File: config.mk
export PLATFORM = sky130hd
export DESIGN_NAME = pcie_ob_xlate
export DESIGN_NICKNAME = d
export VERILOG_FILES = /design/src/rtl/obx_pkg.sv /design/src/rtl/obx_ctrl.sv /design/src/rtl/obx_winfile.sv /design/src/rtl/obx_xlate.sv /design/src/rtl/pcie_ob_xlate.sv
export SDC_FILE = /design/constraint.sdc
export NUM_CORES = 2
export LEC_CHECK = 0
export BUFFER_PORTS_ARGS = -buffer_cell sky130_fd_sc_hd__buf_2
export CAP_MARGIN = 10
export CORE_ASPECT_RATIO = 2
export CORE_MARGIN = 2
export CORE_UTILIZATION = 40
export DETAILED_ROUTE_END_ITERATION = 7
export PLACE_DENSITY = 0.66
export REMOVE_ABC_BUFFERS = 1
export SYNTH_ARGS = -nofsm -noshare
export SYNTH_HDL_FRONTEND = slang
export SYNTH_SLANG_ARGS = --single-unit
File: constraint.sdc
create_clock -name clk -period 10.5 [get_ports clk]
set_clock_uncertainty 0.15 [all_clocks]
set_input_delay 0 -clock clk [delete_from_list [all_inputs] [get_ports clk]]
set_output_delay 0 -clock clk [all_outputs]
set_load 0.005 [all_outputs]
File: src/rtl/obx_pkg.sv
package obx_pkg;
  localparam int DATA_W  = 32;
  localparam int LADDR_W = 32;
  localparam int RADDR_W = 64;
  localparam int SIZE_W  = 3;
  localparam int MB_SHIFT = 20;
  localparam int WIDX_MAX_W = 6;

  typedef enum logic [2:0] {
    RD_NONE,
    RD_CMD,
    RD_SIZE,
    RD_LO,
    RD_HI
  } obxRdSel_e;

  typedef struct packed {
    logic                  cmdWr;
    logic                  sizeWr;
    logic                  loWr;
    logic                  hiWr;
    logic [WIDX_MAX_W-1:0] winIdx;
    obxRdSel_e             rdSel;
  } obxStrobe_t;
endpackage

File: src/rtl/obx_ctrl.sv
module obx_ctrl
  import obx_pkg::*;
#(
  parameter int NUM_WIN  = 32,
  parameter int REG_AW   = 12,
  parameter int CMD_OFS  = 'h004,
  parameter int SIZE_OFS = 'h030,
  parameter int WIN_OFS  = 'h200
) (
  input  logic              regWrEn,
  input  logic [REG_AW-1:0] regAddr,
  output obxStrobe_t        strobes
);
  localparam int WIN_END = WIN_OFS + 8 * NUM_WIN;

  logic [REG_AW-1:0] wordAddr;
  logic [REG_AW-1:0] winRel;
  logic              inWin;

  assign wordAddr = {regAddr[REG_AW-1:2], 2'b00};
  assign inWin    = (int'(wordAddr) >= WIN_OFS) && (int'(wordAddr) < WIN_END);
  assign winRel   = wordAddr - REG_AW'(WIN_OFS);

  always_comb begin
    strobes        = '0;
    strobes.rdSel  = RD_NONE;
    strobes.winIdx = winRel[WIDX_MAX_W+2:3];
    if (int'(wordAddr) == CMD_OFS) begin
      strobes.rdSel = RD_CMD;
      strobes.cmdWr = regWrEn;
    end else if (int'(wordAddr) == SIZE_OFS) begin
      strobes.rdSel  = RD_SIZE;
      strobes.sizeWr = regWrEn;
    end else if (inWin) begin
      if (wordAddr[2]) begin
        strobes.rdSel = RD_HI;
        strobes.hiWr  = regWrEn;
      end else begin
        strobes.rdSel = RD_LO;
        strobes.loWr  = regWrEn;
      end
    end
  end
endmodule

File: src/rtl/obx_winfile.sv
module obx_winfile
  import obx_pkg::*;
#(
  parameter int NUM_WIN = 32
) (
  input  logic                           clk,
  input  logic                           rstN,
  input  obxStrobe_t                     strobes,
  input  logic [DATA_W-1:0]              wrData,
  output logic [NUM_WIN-1:0][DATA_W-1:0] loArr,
  output logic [NUM_WIN-1:0][DATA_W-1:0] hiArr
);
  genvar w;
  generate
    for (w = 0; w < NUM_WIN; w++) begin : gWin
      logic selThis;
      assign selThis = (int'(strobes.winIdx) == w);

      always_ff @(posedge clk or negedge rstN) begin
        if (!rstN) begin
          loArr[w] <= '0;
          hiArr[w] <= '0;
        end else begin
          if (strobes.loWr && selThis) loArr[w] <= wrData;
          if (strobes.hiWr && selThis) hiArr[w] <= wrData;
        end
      end
    end
  endgenerate
endmodule

File: src/rtl/obx_xlate.sv
module obx_xlate
  import obx_pkg::*;
#(
  parameter int              NUM_WIN     = 32,
  parameter logic [LADDR_W-1:0] REGION_BASE = 32'h0
) (
  input  logic                           clk,
  input  logic                           rstN,
  input  obxStrobe_t                     strobes,
  input  logic [DATA_W-1:0]              wrData,
  input  logic [NUM_WIN-1:0][DATA_W-1:0] loArr,
  input  logic [NUM_WIN-1:0][DATA_W-1:0] hiArr,
  output logic [DATA_W-1:0]              rdData,
  input  logic                           reqValid,
  input  logic [LADDR_W-1:0]             reqAddr,
  output logic                           respValid,
  output logic                           respMiss,
  output logic [RADDR_W-1:0]             respAddr
);
  localparam int WIDX_W = (NUM_WIN > 1) ? $clog2(NUM_WIN) : 1;
  localparam int EN_BIT = 1;

  logic [DATA_W-1:0]  cmdReg;
  logic [SIZE_W-1:0]  sizeReg;

  logic [LADDR_W-1:0] offs;
  logic               belowBase;
  logic [5:0]         shAmt;
  logic [LADDR_W-1:0] idxFull;
  logic               idxOk;
  logic [WIDX_W-1:0]  winSel;
  logic [LADDR_W-1:0] winMask;
  logic [DATA_W-1:0]  selLo;
  logic [DATA_W-1:0]  selHi;
  logic [RADDR_W-1:0] remoteBase;
  logic [RADDR_W-1:0] xlated;
  logic               hit;

  // control words
  always_ff @(posedge clk or negedge rstN) begin
    if (!rstN) begin
      cmdReg  <= '0;
      sizeReg <= '0;
    end else begin
      if (strobes.cmdWr)  cmdReg  <= wrData;
      if (strobes.sizeWr) sizeReg <= wrData[SIZE_W-1:0];
    end
  end

  // read mux
  always_comb begin
    rdData = '0;
    case (strobes.rdSel)
      RD_CMD:  rdData = cmdReg;
      RD_SIZE: rdData = DATA_W'(sizeReg);
      RD_LO:   rdData = loArr[strobes.winIdx[WIDX_W-1:0]];
      RD_HI:   rdData = hiArr[strobes.winIdx[WIDX_W-1:0]];
      default: rdData = '0;
    endcase
  end

  // lookup
  assign belowBase = reqAddr < REGION_BASE;
  assign offs      = reqAddr - REGION_BASE;
  assign shAmt     = 6'(MB_SHIFT) + 6'(sizeReg);
  assign idxFull   = offs >> shAmt;
  assign idxOk     = idxFull < LADDR_W'(NUM_WIN);
  assign winSel    = idxFull[WIDX_W-1:0];
  assign winMask   = (LADDR_W'(1) << shAmt) - LADDR_W'(1);
  assign selLo     = loArr[winSel];
  assign selHi     = hiArr[winSel];
  assign remoteBase = {selHi, selLo & ~winMask};
  assign xlated     = remoteBase + RADDR_W'(offs & winMask);
  assign hit        = cmdReg[EN_BIT] && !belowBase && idxOk && selLo[0];

  // result register
  always_ff @(posedge clk or negedge rstN) begin
    if (!rstN) begin
      respValid <= 1'b0;
      respMiss  <= 1'b0;
      respAddr  <= '0;
    end else begin
      respValid <= reqValid;
      respMiss  <= reqValid && !hit;
      respAddr  <= (reqValid && hit) ? xlated : '0;
    end
  end
endmodule

File: src/rtl/pcie_ob_xlate.sv
module pcie_ob_xlate
  import obx_pkg::*;
#(
  parameter int                 NUM_WIN     = 32,
  parameter logic [LADDR_W-1:0] REGION_BASE = 32'h0,
  parameter int                 REG_AW      = 12
) (
  input  logic               clk,
  input  logic               rstN,
  input  logic               regWrEn,
  input  logic [REG_AW-1:0]  regAddr,
  input  logic [DATA_W-1:0]  regWrData,
  output logic [DATA_W-1:0]  regRdData,
  input  logic               reqValid,
  input  logic [LADDR_W-1:0] reqAddr,
  output logic               respValid,
  output logic               respMiss,
  output logic [RADDR_W-1:0] respAddr
);
  obxStrobe_t                     strobes;
  logic [NUM_WIN-1:0][DATA_W-1:0] loArr;
  logic [NUM_WIN-1:0][DATA_W-1:0] hiArr;

  obx_ctrl #(.NUM_WIN(NUM_WIN), .REG_AW(REG_AW)) u_ctrl (
    .regWrEn (regWrEn),
    .regAddr (regAddr),
    .strobes (strobes)
  );

  obx_winfile #(.NUM_WIN(NUM_WIN)) u_win (
    .clk     (clk),
    .rstN    (rstN),
    .strobes (strobes),
    .wrData  (regWrData),
    .loArr   (loArr),
    .hiArr   (hiArr)
  );

  obx_xlate #(.NUM_WIN(NUM_WIN), .REGION_BASE(REGION_BASE)) u_xlate (
    .clk       (clk),
    .rstN      (rstN),
    .strobes   (strobes),
    .wrData    (regWrData),
    .loArr     (loArr),
    .hiArr     (hiArr),
    .rdData    (regRdData),
    .reqValid  (reqValid),
    .reqAddr   (reqAddr),
    .respValid (respValid),
    .respMiss  (respMiss),
    .respAddr  (respAddr)
  );
endmodule

==> impl_metrics.ini <==
[synthesis]
ys_seq_area_frac = 0.482
synth_ff_type = dfrtp_1
synth_edf_count = 0
synthDistinctLibCells = 99
synth_async_sr_flop_share = 1.00
syn_inst = 7871
syn_area_per_cell_um2 = 14.2
ys_warn_count = 0
syn-cell-area_um2 = 112000
synth-seq-cells = 2149

[critical_path]
rr_worst_depth = 15
timing.rr.start = u_xlate.sizeReg[0]
path_cells = buf_4, mux2_1, mux4_4, buf_4, nor2_4, buf_4, nand2_1, a21oi_2, a2111oi_1, a221o_2, o41ai_4, buf_4, a41oi_2, or4_1, a21oi_1
worst_setup_path_start_kind = flip-flop
path_buf_inv = 4
crit_path_end_kind = flip-flop
path_class = flip-flop to flip-flop
critical_path.top_delay_family = compound AO/OA/AOI/OAI gates
cp.arrival_ns = 7.39
r2r_end = u_xlate.respAddr[51]
path_max_fanout = 32
crit_required_ns = 11.09
slowest_stage = mux4_4
crit_top_cell = buf_4
cpPeakStageDelay_ns = 0.87
reg2reg_slack_ns = 3.71

[timing]
worstMarginPinSlew_ns = 1.35
rsz0062_at_grt = no
relSlewSlack = 0.0937
setup_viol = 0
slew_violations = 0
fin_setup_tns_ns = 0
fin_crit_sh = 0.647
fmax_mhz = 147
period_minus_slack_ns = 6.79
final_hold_viol_count = 0
whs_ns = 0.0286

[global_route]
grt_usage = 0.269
grt_max_degree = 191
grt_remaining_overflow = 0
grt_pass1_vias = 77900
antenna_found_initial = 34
grt_pass1_wl_mm = 554

[outcome]
run_status = complete, no violations

[clock_network]
cts.sinks = 2149
cts_setup_buffers = 0
cts_made_buffers = 190
cts.clk_slew.worst_paths_ns = 0.07
cts_buffer_depth = 4
clkLatencyLatePin_ns = 0.87
cts_max_level = 4
cts_tree = done
ctsRootBufferMaster = clkbuf_16

[power]
sw_frac_of_total = 0.247
combPwrFrac = 0.075
power.internal_uw = 12800
p_leak_uw = 0.0571
pwr-share-clk = 0.430
power_density_nw_per_um2 = 137
peakVddDrop_uv = 117
power_frac_seq = 0.495
power_switching_uw = 4180

[layout]
layout_commonest_cell = dfrtp_1
nets = 7848
syn_to_final_growth_pct = 10.5
drive_gt1_frac = 0.467
final_cell_mix = dfrtp_1, mux2_2, mux4_2
fin_area_um2 = 123000
n_fill_cell = 24600

[hold_path]
hold_end = u_xlate.respAddr[19]
min_path_type = primary input to flip-flop
holdCritStartpoint = reqAddr[19]
whs_path_depth = 5

[place]
numPortBuffers = 175
place_area_um2 = 116000
dp_hpwl_mm = 242
gp_congestion = 0.895

[route]
ant_nets = 0
vias = 73300
vias_per_cell = 6.29
drt-total-wl_mm = 383
drtIter0Drc = 6868
drc = 0
post_drt_wl_per_cell_um = 32.9
dr.pass1.iters = 8

[floorplanning]
pin_count = 178
core_um2 = 278000
die_x_um = 378
rows = 274
start_util = 0.402
die_h_um = 751
die_area_um2 = 284000

[job]
max_cap_viol_count = 0
flip-flops by register name, indices dropped and copies added (netlist names):
name and cells:
u_xlate.respMiss 1, u_xlate.respValid 1, u_xlate.respAddr 64, u_xlate.cmdReg 32, u_win.hiArr 1024, u_xlate.sizeReg 3
u_win.loArr 1024
worst register-to-register path, stage by stage, from the launching register on:
cell	delay, ns
dfrtp_1	0.38
buf_4	0.40
mux2_1	0.44
mux4_4	0.87
buf_4	0.44
nor2_4	0.17
buf_4	0.54
nand2_1	0.53
a21oi_2	0.25
a2111oi_1	0.09
a221o_2	0.47
o41ai_4	0.37
buf_4	0.32
a41oi_2	0.52
or4_1	0.59
a21oi_1	0.15
cell families after synthesis:
group / after synthesis / share of synthesized area
multiplexers: 3285 / 0.408
flip-flops: 2149 / 0.482
AND/OR/NAND/NOR: 1180 / 0.0486
buffers and inverters: 816 / 0.0322
AO/OA/AOI/OAI: 416 / 0.0271
XOR/XNOR: 14 / 0.00110
adder cells (fa/ha/maj): 9 / 0.00108
other: 2 / 0.0000672
worst max-delay path by stage:
stage,startpoint,endpoint,cells past startpoint
floorplan,u_xlate.sizeReg[0],u_xlate.respAddr[51],10
global placement,u_xlate.sizeReg[1],u_xlate.respAddr[51],13
detailed placement,u_xlate.sizeReg[0],u_xlate.respAddr[51],15
CTS,u_xlate.sizeReg[0],u_xlate.respAddr[51],15
global route,u_xlate.sizeReg[0],u_xlate.respAddr[51],15
finish,u_xlate.sizeReg[0],u_xlate.respAddr[51],15
cell usage after synthesis, drive strengths merged, types with 28 or more instances:
library cell / number / area (um^2)
nand2: 574 / 2160
nand4: 31 / 200
clkbuf: 481 / 1810
a22oi: 28 / 210
o21ai: 71 / 359
mux2i: 381 / 3810
nand3: 220 / 1100
buf: 325 / 1760
nor3: 45 / 257
mux2: 2101 / 23700
and3: 75 / 469
a31oi: 28 / 175
nor2: 142 / 558
dfrtp: 2149 / 53800
mux4: 803 / 18100
a311oi: 28 / 245
a21oi: 73 / 380
final cells by class:
cell class                 count  area [um^2]  share of cell area
antenna                       25         62.6            0.000507
sequential                  2149        53800               0.436
clock inverter                48          679             0.00550
inverter                      10         37.5            0.000304
timing repair buffer         499         3890              0.0315
multi-input combinational   4909        54800               0.444
clock buffer                 280         5540              0.0448
tap                         3726         4660              0.0378
stage by stage:
step                      cells  worst slack [ns]  utilization  power (uW)
after floorplan            7068             0.924            -        9050
after global placement    11200              3.90        0.417        9750
after detailed placement  11200              4.05        0.417        9780
after CTS                 11600              4.02        0.444       17000
final                     11600              3.71        0.444       16900
after global routing      11600              3.66        0.444       17400
power by group through the flow:
stage / Sequential, uW / Clock (uW) / Combinational [uW]
6_report: 8390 / 7280 / 1280
3_3_place_gp: 8540 / 0 / 1210
3_5_place_dp: 8540 / 0 / 1230
2_1_floorplan: 8530 / 0 / 516
4_1_cts: 8380 / 7380 / 1270
5_1_grt: 8390 / 7680 / 1340
layer usage:
metal,share of wire,vias to the layer above,track usage
met5,0.00011,-,0
met4,0.095,8,0.214
met3,0.074,1289,0.0519
met2,0.49,3446,0.449
met1,0.34,39200,0.300
li1,-,29300,-
what timing repair did:
item,CTS,global route
resized for setup,0,0
endpoints found under the hold margin,2785,0
hold buffers,109,0
No activity file was read; power rests on OpenSTA's default activity.
